### config.mk
export PLATFORM = sky130hd
export DESIGN_NAME = irq_vec_ctrl
export DESIGN_NICKNAME = d
export VERILOG_FILES = /design/src/rtl/irq_vec_pkg.sv /design/src/rtl/irq_src_latch.sv /design/src/rtl/irq_prio_pick.sv /design/src/rtl/irq_lvl_stack.sv /design/src/rtl/irq_vec_ctrl.sv
export SDC_FILE = /design/constraint.sdc
export NUM_CORES = 1
export LEC_CHECK = 0
export BUFFER_PORTS_ARGS = -buffer_cell sky130_fd_sc_hd__buf_2
export CAP_MARGIN = 10
export CORE_ASPECT_RATIO = 1.2
export CORE_MARGIN = 4
export CORE_UTILIZATION = 57
export CTS_BUF_LIST = sky130_fd_sc_hd__clkbuf_16
export DETAILED_ROUTE_END_ITERATION = 10
export PLACE_DENSITY = 0.8
export SLEW_MARGIN = 10
export SYNTH_ARGS = -nofsm -noshare
export SYNTH_HDL_FRONTEND = slang
export SYNTH_SLANG_ARGS = --single-unit
### constraint.sdc
create_clock -name clk -period 3.9 [get_ports clk]
set_input_delay 0.195 -clock clk [delete_from_list [all_inputs] [get_ports clk]]
set_output_delay 0.195 -clock clk [all_outputs]
set_load 0.01 [all_outputs]
### src/rtl/irq_vec_pkg.sv
package irq_vec_pkg;
    localparam int NSRC     = 11;
    localparam int LVL_W    = 4;
    localparam int VEC_W    = 16;
    localparam int CTL_W    = 4;
    localparam int WDATA_W  = 32;
    localparam int CLR_LSB  = 16;
    localparam logic [LVL_W-1:0] LVL_NONE = 4'hF;

    // sources that latch on a rising input regardless of the control word
    localparam logic [NSRC-1:0] FIXED_EDGE = 11'b100_1111_0001;
    localparam int SRC_PROG_X = 1;
    localparam int SRC_PROG_Y = 8;
    localparam int SRC_PROG_Z = 9;

    localparam logic [VEC_W-1:0] RESET_VEC = 16'h0000;
    localparam logic [VEC_W-1:0] PWRDN_VEC = 16'h002C;

    localparam logic [1:0] REG_MASK = 2'd0;
    localparam logic [1:0] REG_CTRL = 2'd1;
    localparam logic [1:0] REG_FRC  = 2'd2;

    typedef enum logic [1:0] {
        ST_BOOT = 2'd0,
        ST_RUN  = 2'd1,
        ST_HOLD = 2'd2
    } ctl_state_e;

    function automatic logic [VEC_W-1:0] vec_of(input logic [LVL_W-1:0] idx);
        if (idx == '0) return PWRDN_VEC;
        return {{(VEC_W-LVL_W-2){1'b0}}, idx, 2'b00};
    endfunction
endpackage

### src/rtl/irq_src_latch.sv
module irq_src_latch #(
    parameter int N = 11
) (
    input  logic         clk,
    input  logic         rst_n,
    input  logic [N-1:0] src_in,
    input  logic [N-1:0] edge_mode,
    input  logic [N-1:0] ack_clr,
    input  logic [N-1:0] frc_set,
    input  logic [N-1:0] frc_clr,
    output logic [N-1:0] pending
);
    for (genvar g = 0; g < N; g++) begin : g_src
        logic prev_q, lat_q, rise, lat_d;

        assign rise  = src_in[g] & ~prev_q;
        assign lat_d = ((lat_q & ~ack_clr[g] & ~frc_clr[g]) | rise | frc_set[g]) & edge_mode[g];
        assign pending[g] = edge_mode[g] ? lat_q : src_in[g];

        always_ff @(posedge clk or negedge rst_n) begin
            if (!rst_n) begin
                prev_q <= 1'b0;
                lat_q  <= 1'b0;
            end else begin
                prev_q <= src_in[g];
                lat_q  <= lat_d;
            end
        end

        // an acknowledged latch drops unless a new set arrives in the same cycle
        a_r5_ack_clears: assert property (@(posedge clk) disable iff (!rst_n)
            (ack_clr[g] && !rise && !frc_set[g]) |=> !lat_q);
    end
endmodule

### src/rtl/irq_prio_pick.sv
module irq_prio_pick import irq_vec_pkg::*; #(
    parameter int N = NSRC
) (
    input  logic             clk,
    input  logic             rst_n,
    input  logic [N-1:0]     pending,
    input  logic [N-1:0]     mask_eff,
    input  logic             nest,
    input  logic             depth_zero,
    input  logic [LVL_W-1:0] cur_lvl,
    output logic             valid,
    output logic [LVL_W-1:0] sel,
    output logic [VEC_W-1:0] vec
);
    logic [N-1:0] elig;

    for (genvar g = 0; g < N; g++) begin : g_elig
        assign elig[g] = pending[g] & mask_eff[g] &
                         (depth_zero | (nest & (LVL_W'(g) < cur_lvl)));
    end

    always_comb begin
        valid = 1'b0;
        sel   = '0;
        for (int i = N - 1; i >= 0; i--) begin
            if (elig[i]) begin
                valid = 1'b1;
                sel   = LVL_W'(i);
            end
        end
    end

    assign vec = vec_of(sel);

    // nothing eligible ranks above the chosen source
    a_r2_highest_wins: assert property (@(posedge clk) disable iff (!rst_n)
        valid |-> ((pending & mask_eff & ~({N{1'b1}} << sel)) == '0));
    // a maskable winner always has its mask bit set
    a_r3_mask_respected: assert property (@(posedge clk) disable iff (!rst_n)
        (valid && sel != '0) |-> mask_eff[sel]);
endmodule

### src/rtl/irq_lvl_stack.sv
module irq_lvl_stack #(
    parameter int DEPTH = 12,
    parameter int W     = 4,
    localparam int DW   = $clog2(DEPTH + 1)
) (
    input  logic          clk,
    input  logic          rst_n,
    input  logic          push,
    input  logic          pop,
    input  logic [W-1:0]  din,
    output logic [W-1:0]  top,
    output logic [DW-1:0] depth,
    output logic          empty,
    output logic          ovf,
    output logic          unf
);
    logic [W-1:0]  mem [DEPTH];
    logic [DW-1:0] cnt_q;
    logic          full;

    assign full  = (cnt_q == DW'(DEPTH));
    assign empty = (cnt_q == '0);
    assign top   = empty ? '1 : mem[cnt_q - 1'b1];
    assign depth = cnt_q;

    always_ff @(posedge clk or negedge rst_n) begin
        if (!rst_n) begin
            cnt_q <= '0;
            ovf   <= 1'b0;
            unf   <= 1'b0;
        end else if (push) begin
            if (full) ovf   <= 1'b1;
            else      cnt_q <= cnt_q + 1'b1;
        end else if (pop) begin
            if (empty) unf   <= 1'b1;
            else       cnt_q <= cnt_q - 1'b1;
        end
    end

    always_ff @(posedge clk) begin
        if (push && !full) mem[cnt_q] <= din;
    end

    // a push with room grows the stack by one
    a_r10_push_grows: assert property (@(posedge clk) disable iff (!rst_n)
        (push && !full) |=> (cnt_q == $past(cnt_q) + 1'b1));
    // a push onto a full stack keeps depth and raises the flag
    a_r11_full_push_keeps: assert property (@(posedge clk) disable iff (!rst_n)
        (push && full) |=> (ovf && cnt_q == $past(cnt_q)));
    // a pop from an empty stack keeps depth and raises the flag
    a_r11_empty_pop_keeps: assert property (@(posedge clk) disable iff (!rst_n)
        (pop && !push && empty) |=> (unf && cnt_q == '0));
endmodule

### src/rtl/irq_vec_ctrl.sv
module irq_vec_ctrl import irq_vec_pkg::*; #(
    parameter int  STK_DEPTH = 12,
    localparam int DW        = $clog2(STK_DEPTH + 1)
) (
    input  logic               clk,
    input  logic               rst_n,
    input  logic [NSRC-1:0]    src_in,
    input  logic               reg_wr,
    input  logic [1:0]         reg_sel,
    input  logic [WDATA_W-1:0] reg_wdata,
    input  logic               ints_on,
    input  logic               ints_off,
    input  logic               irq_ack,
    input  logic               irq_ret,
    output logic               irq_req,
    output logic [VEC_W-1:0]   irq_vec,
    output logic [DW-1:0]      stk_depth,
    output logic               stk_ovf,
    output logic               stk_unf
);
    ctl_state_e        state_q, state_d;
    logic [NSRC-1:0]   mask_q, mask_eff, edge_mode, pending;
    logic [NSRC-1:0]   frc_set, frc_clr, ack_clr;
    logic [CTL_W-1:0]  ctl_q;
    logic              glb_en_q;
    logic [LVL_W-1:0]  cur_lvl_q, pick_sel, stk_top;
    logic [VEC_W-1:0]  pick_vec;
    logic              pick_valid, stk_empty, take, pop, mask_wr, frc_wr;

    assign mask_wr  = reg_wr && (reg_sel == REG_MASK);
    assign frc_wr   = reg_wr && (reg_sel == REG_FRC);
    assign mask_eff = {mask_q[NSRC-1:1], 1'b1};
    assign frc_set  = frc_wr ? reg_wdata[NSRC-1:0] : '0;
    assign frc_clr  = frc_wr ? reg_wdata[CLR_LSB +: NSRC] : '0;

    always_comb begin
        edge_mode = FIXED_EDGE;
        edge_mode[SRC_PROG_X] = ctl_q[1];
        edge_mode[SRC_PROG_Y] = ctl_q[2];
        edge_mode[SRC_PROG_Z] = ctl_q[3];
    end

    assign take    = irq_ack && irq_req && (state_q != ST_BOOT);
    assign pop     = irq_ret && !take;
    assign ack_clr = take ? (NSRC'(1) << pick_sel) : '0;

    irq_src_latch #(.N(NSRC)) u_latch (
        .clk(clk), .rst_n(rst_n), .src_in(src_in), .edge_mode(edge_mode),
        .ack_clr(ack_clr), .frc_set(frc_set), .frc_clr(frc_clr), .pending(pending)
    );

    irq_prio_pick #(.N(NSRC)) u_pick (
        .clk(clk), .rst_n(rst_n), .pending(pending), .mask_eff(mask_eff),
        .nest(ctl_q[0]), .depth_zero(stk_empty), .cur_lvl(cur_lvl_q),
        .valid(pick_valid), .sel(pick_sel), .vec(pick_vec)
    );

    irq_lvl_stack #(.DEPTH(STK_DEPTH), .W(LVL_W)) u_stack (
        .clk(clk), .rst_n(rst_n), .push(take), .pop(pop), .din(cur_lvl_q),
        .top(stk_top), .depth(stk_depth), .empty(stk_empty),
        .ovf(stk_ovf), .unf(stk_unf)
    );

    // state register
    always_ff @(posedge clk or negedge rst_n) begin
        if (!rst_n) state_q <= ST_BOOT;
        else        state_q <= state_d;
    end

    // transitions: boot-ack, mask-write, hold-expire
    always_comb begin
        state_d = state_q;
        unique case (state_q)
            ST_BOOT: if (irq_ack) state_d = ST_RUN;
            ST_RUN:  if (mask_wr) state_d = ST_HOLD;
            ST_HOLD: state_d = mask_wr ? ST_HOLD : ST_RUN;
            default: state_d = ST_BOOT;
        endcase
    end

    // outputs
    always_comb begin
        irq_req = 1'b0;
        irq_vec = pick_vec;
        unique case (state_q)
            ST_BOOT: begin
                irq_req = 1'b1;
                irq_vec = RESET_VEC;
            end
            ST_RUN:  irq_req = glb_en_q && pick_valid;
            ST_HOLD: irq_req = 1'b0;
            default: irq_req = 1'b0;
        endcase
    end

    // software-visible registers and in-service level
    always_ff @(posedge clk or negedge rst_n) begin
        if (!rst_n) begin
            mask_q    <= '0;
            ctl_q     <= '0;
            glb_en_q  <= 1'b1;
            cur_lvl_q <= LVL_NONE;
        end else begin
            if (mask_wr) mask_q <= reg_wdata[NSRC-1:0];
            if (reg_wr && reg_sel == REG_CTRL) ctl_q <= reg_wdata[CTL_W-1:0];
            if (ints_off)     glb_en_q <= 1'b0;
            else if (ints_on) glb_en_q <= 1'b1;
            if (take)                   cur_lvl_q <= pick_sel;
            else if (pop && !stk_empty) cur_lvl_q <= stk_top;
        end
    end

    // the first acknowledge leaves the boot state
    a_r1_leave_boot: assert property (@(posedge clk) disable iff (!rst_n)
        (state_q == ST_BOOT && irq_ack) |=> (state_q == ST_RUN));
    // requests are blocked in the cycle after a mask write
    a_r6_hold_blocks: assert property (@(posedge clk) disable iff (!rst_n)
        (mask_wr && state_q != ST_BOOT) |=> !irq_req);
    // global disable silences every source
    a_r8_disabled_quiet: assert property (@(posedge clk) disable iff (!rst_n)
        (!glb_en_q && state_q != ST_BOOT) |-> !irq_req);
    // sequential mode never preempts a running handler
    a_r9_seq_no_preempt: assert property (@(posedge clk) disable iff (!rst_n)
        (!stk_empty && !ctl_q[0] && state_q != ST_BOOT) |-> !irq_req);
    // nested mode only presents strictly higher priority
    a_r9_nest_higher: assert property (@(posedge clk) disable iff (!rst_n)
        (irq_req && !stk_empty && state_q != ST_BOOT) |-> (pick_sel < cur_lvl_q));
endmodule

==> out/metrics.yaml <==
synth_top_area_frac: 0.3080
ant_nets: 0
mostFrequentLayoutCells: "buf_2, edfxtp_1, nand2_1"
totalWireLength_um: 10510
powerDensity_nw_per_um2: 690.6
clk_latency_ns: 0.34
htree_levels: 3
num_rows: 35
cts_max_path_buffers: 2
die_height_um: 107.3
wl_met1_um: 4164
grt_overflow: 0
syn_avg_cell_area_um2: 12.28
slew_violations: 0
outcome: "finished, final reports clean"
grt_pass1_wl_um: 17040
cts_buffers: 9
num-fill-cells: 571
die_area_um2: 9729
fin_tns_setup_ns: 0
critPathKind: "reg2out"
hold_ws_ns: 0.03294
critPathRequiredTime_ns: 3.70
ys_warn_count: 0
fmax_mhz: 282.5
worstPathArrival_ns: 3.35
hold_class: "in2async"
final_common_cell: "buf_2"
synth_edf_count: 48
cts_tree: "yes"
fin_crit_sh: 0.9078
yosysUniqueCellTypes: 68
track_usage: 0.2287
synth_seq_cells: 93
ys_async_sr_fraction: 0.4839
root_buffer: "clkbuf_16"
setup_viol: 0
cap_violations: 0
leakagePower_nw: 2.171
route.vias.total: 3222
grt_max_degree: 46
worstSetupEndpointType: "output pin"
clock-skew-final_ns: 0.007204
vias_per_cell: 5.989
route.met3.wl_um: 560
antenna_cells: 0
synth_area_leaders: "edfxtp_1, dfrtp_1, mux4_2, mux2_2, nand2_1"
dieWidth_um: 90.71
detail_route.first_pass.iterations: 5
setup_ws_ns: 0.3596
place_hpwl_um: 7476
wl_met2_um: 5539
clk_pin_slew_ns: 0.07
boundaryPins: 75
critPathMaxFanout: 15
netlist_instances: 381
slew_headroom: 0.2633
topRoutingLayerUsed: "met4"
grt_pass1_vias: 3474
fin_util: 0.6843
wl_per_cell_um: 19.54
yosysSeqAreaShare: 0.5500
worst_pin_slew_ns: 1.100
synth_top_area_cell: "edfxtp_1"
initial_utilization: 0.5970
register_area_um2: 2574
nNetsFinal: 498
drive_above_1_share: 0.2646
rsz0062_at_grt: "false"
dp_slack_ns: 0.4921
gp_congestion: 0.9285
vdd_drop_max_mv: 0.3218
ys.flop_type: "edfxtp_1"
synthesis.area_um2: 4679
numClockSinks: 93
hold_violations: 0
post-route-min-period_ns: 3.540
antenna_found_initial: 0
syn_to_final_growth_pct: 14.63
cts_setup_buffers: 0
core_area_um2: 7839
drc: 0
cp-start-kind: "flip-flop"
first_iter_violations: 144
multiInputGateArea_um2: 1959
portBuffers: 50
==> registers in the layout, summed over array words and instances (netlist names) <==
signal,count
u_stack.unf,1
u_stack.ovf,1
state_q,2
u_stack.depth,4
cur_lvl_q,4
mask_q,10
ctl_q,4
glb_en_q,1
u_latch.g_src.lat_q,9
u_stack.mem,48
u_latch.g_src.prev_q,9
==> per-stage QoR <==
step	power [mW]	instances	area, µm²
final	3.704	538	5364
after global routing	3.905	538	5364
after CTS	3.714	538	5364
after detailed placement	2.800	512	4959
after global placement	2.745	512	4959
after floorplan	2.385	392	4721
==> synthesized netlist by cell type (6+ instances only) <==
library cell   n
inv_1          8
buf_4         12
mux4_2        12
mux2_2        18
and2_1        18
edfxtp_1      48
nand2_1       41
nand3_1        6
o21ai_0       15
nor2b_1        8
clkbuf_1       8
a21oi_1       21
nor2_1        15
dfrtp_1       40
mux2i_1        9
==> path summary, 6_finish.rpt <==
check	start	to	slack, ns	cells past startpoint
min in group clk	ints_on	glb_en_q	0.06	3
setup reg to reg	u_stack.depth[1]	u_stack.mem[1][2]	0.41	8
hold reg to reg	u_stack.ovf	u_stack.ovf	0.48	1
max in group asynchronous	rst_n	ctl_q[1]	3.23	1
hold / removal	rst_n	mask_q[7]	0.03	1
setup / recovery	u_stack.depth[1]	irq_vec[5]	0.36	9
==> final cells by class <==
class,count,share of cell area
clock buffers,9,0.04199
repair buffers,64,0.07091
well taps,92,0.02146
clock inverters,7,0.01493
multi-input cells,265,0.3653
inverters,8,0.005598
flip-flops and latches,93,0.4798
==> where the power goes <==
part | switching (mW) | leakage, nW | internal, mW
Combinational | 0.738 | 1.07 | 0.605
Clock | 0.392 | 0.149 | 0.507
Sequential | 0.226 | 0.949 | 1.24
Total | 1.36 | 2.17 | 2.35
==> critical path: stages (launching register included) <==
cell      delay, ns
dfrtp_1        0.51
inv_1          0.17
ha_1           0.29
or3b_4         0.51
and2_1         0.20
or4b_2         0.71
o211ai_2       0.17
o211ai_1       0.14
a21oi_1        0.16
buf_2          0.15
==> metal layers <==
metal | GRT usage | vias up
li1 | - | 1534
met1 | 0.2666 | 1540
met2 | 0.4096 | 125
met3 | 0.04545 | 23
met4 | 0.09847 | 0
met5 | 0 | -
==> kinds of logic after synthesis <==
group / count (synthesis) / share of synthesized area
other: 1 / 0.0008014
AO/OA/AOI/OAI: 85 / 0.1283
multiplexers: 40 / 0.1235
adder cells (fa/ha/maj): 5 / 0.01337
flip-flops: 93 / 0.5500
XOR/XNOR: 3 / 0.005616
AND/OR/NAND/NOR: 120 / 0.1372
buffers and inverters: 34 / 0.04118
==> timing repair <==
action                    4_1_cts  5_1_grt
hold buffers                   10        0
hold endpoints to repair       10        0
gates resized for setup         0        0
(Power assumes the default switching activity.)
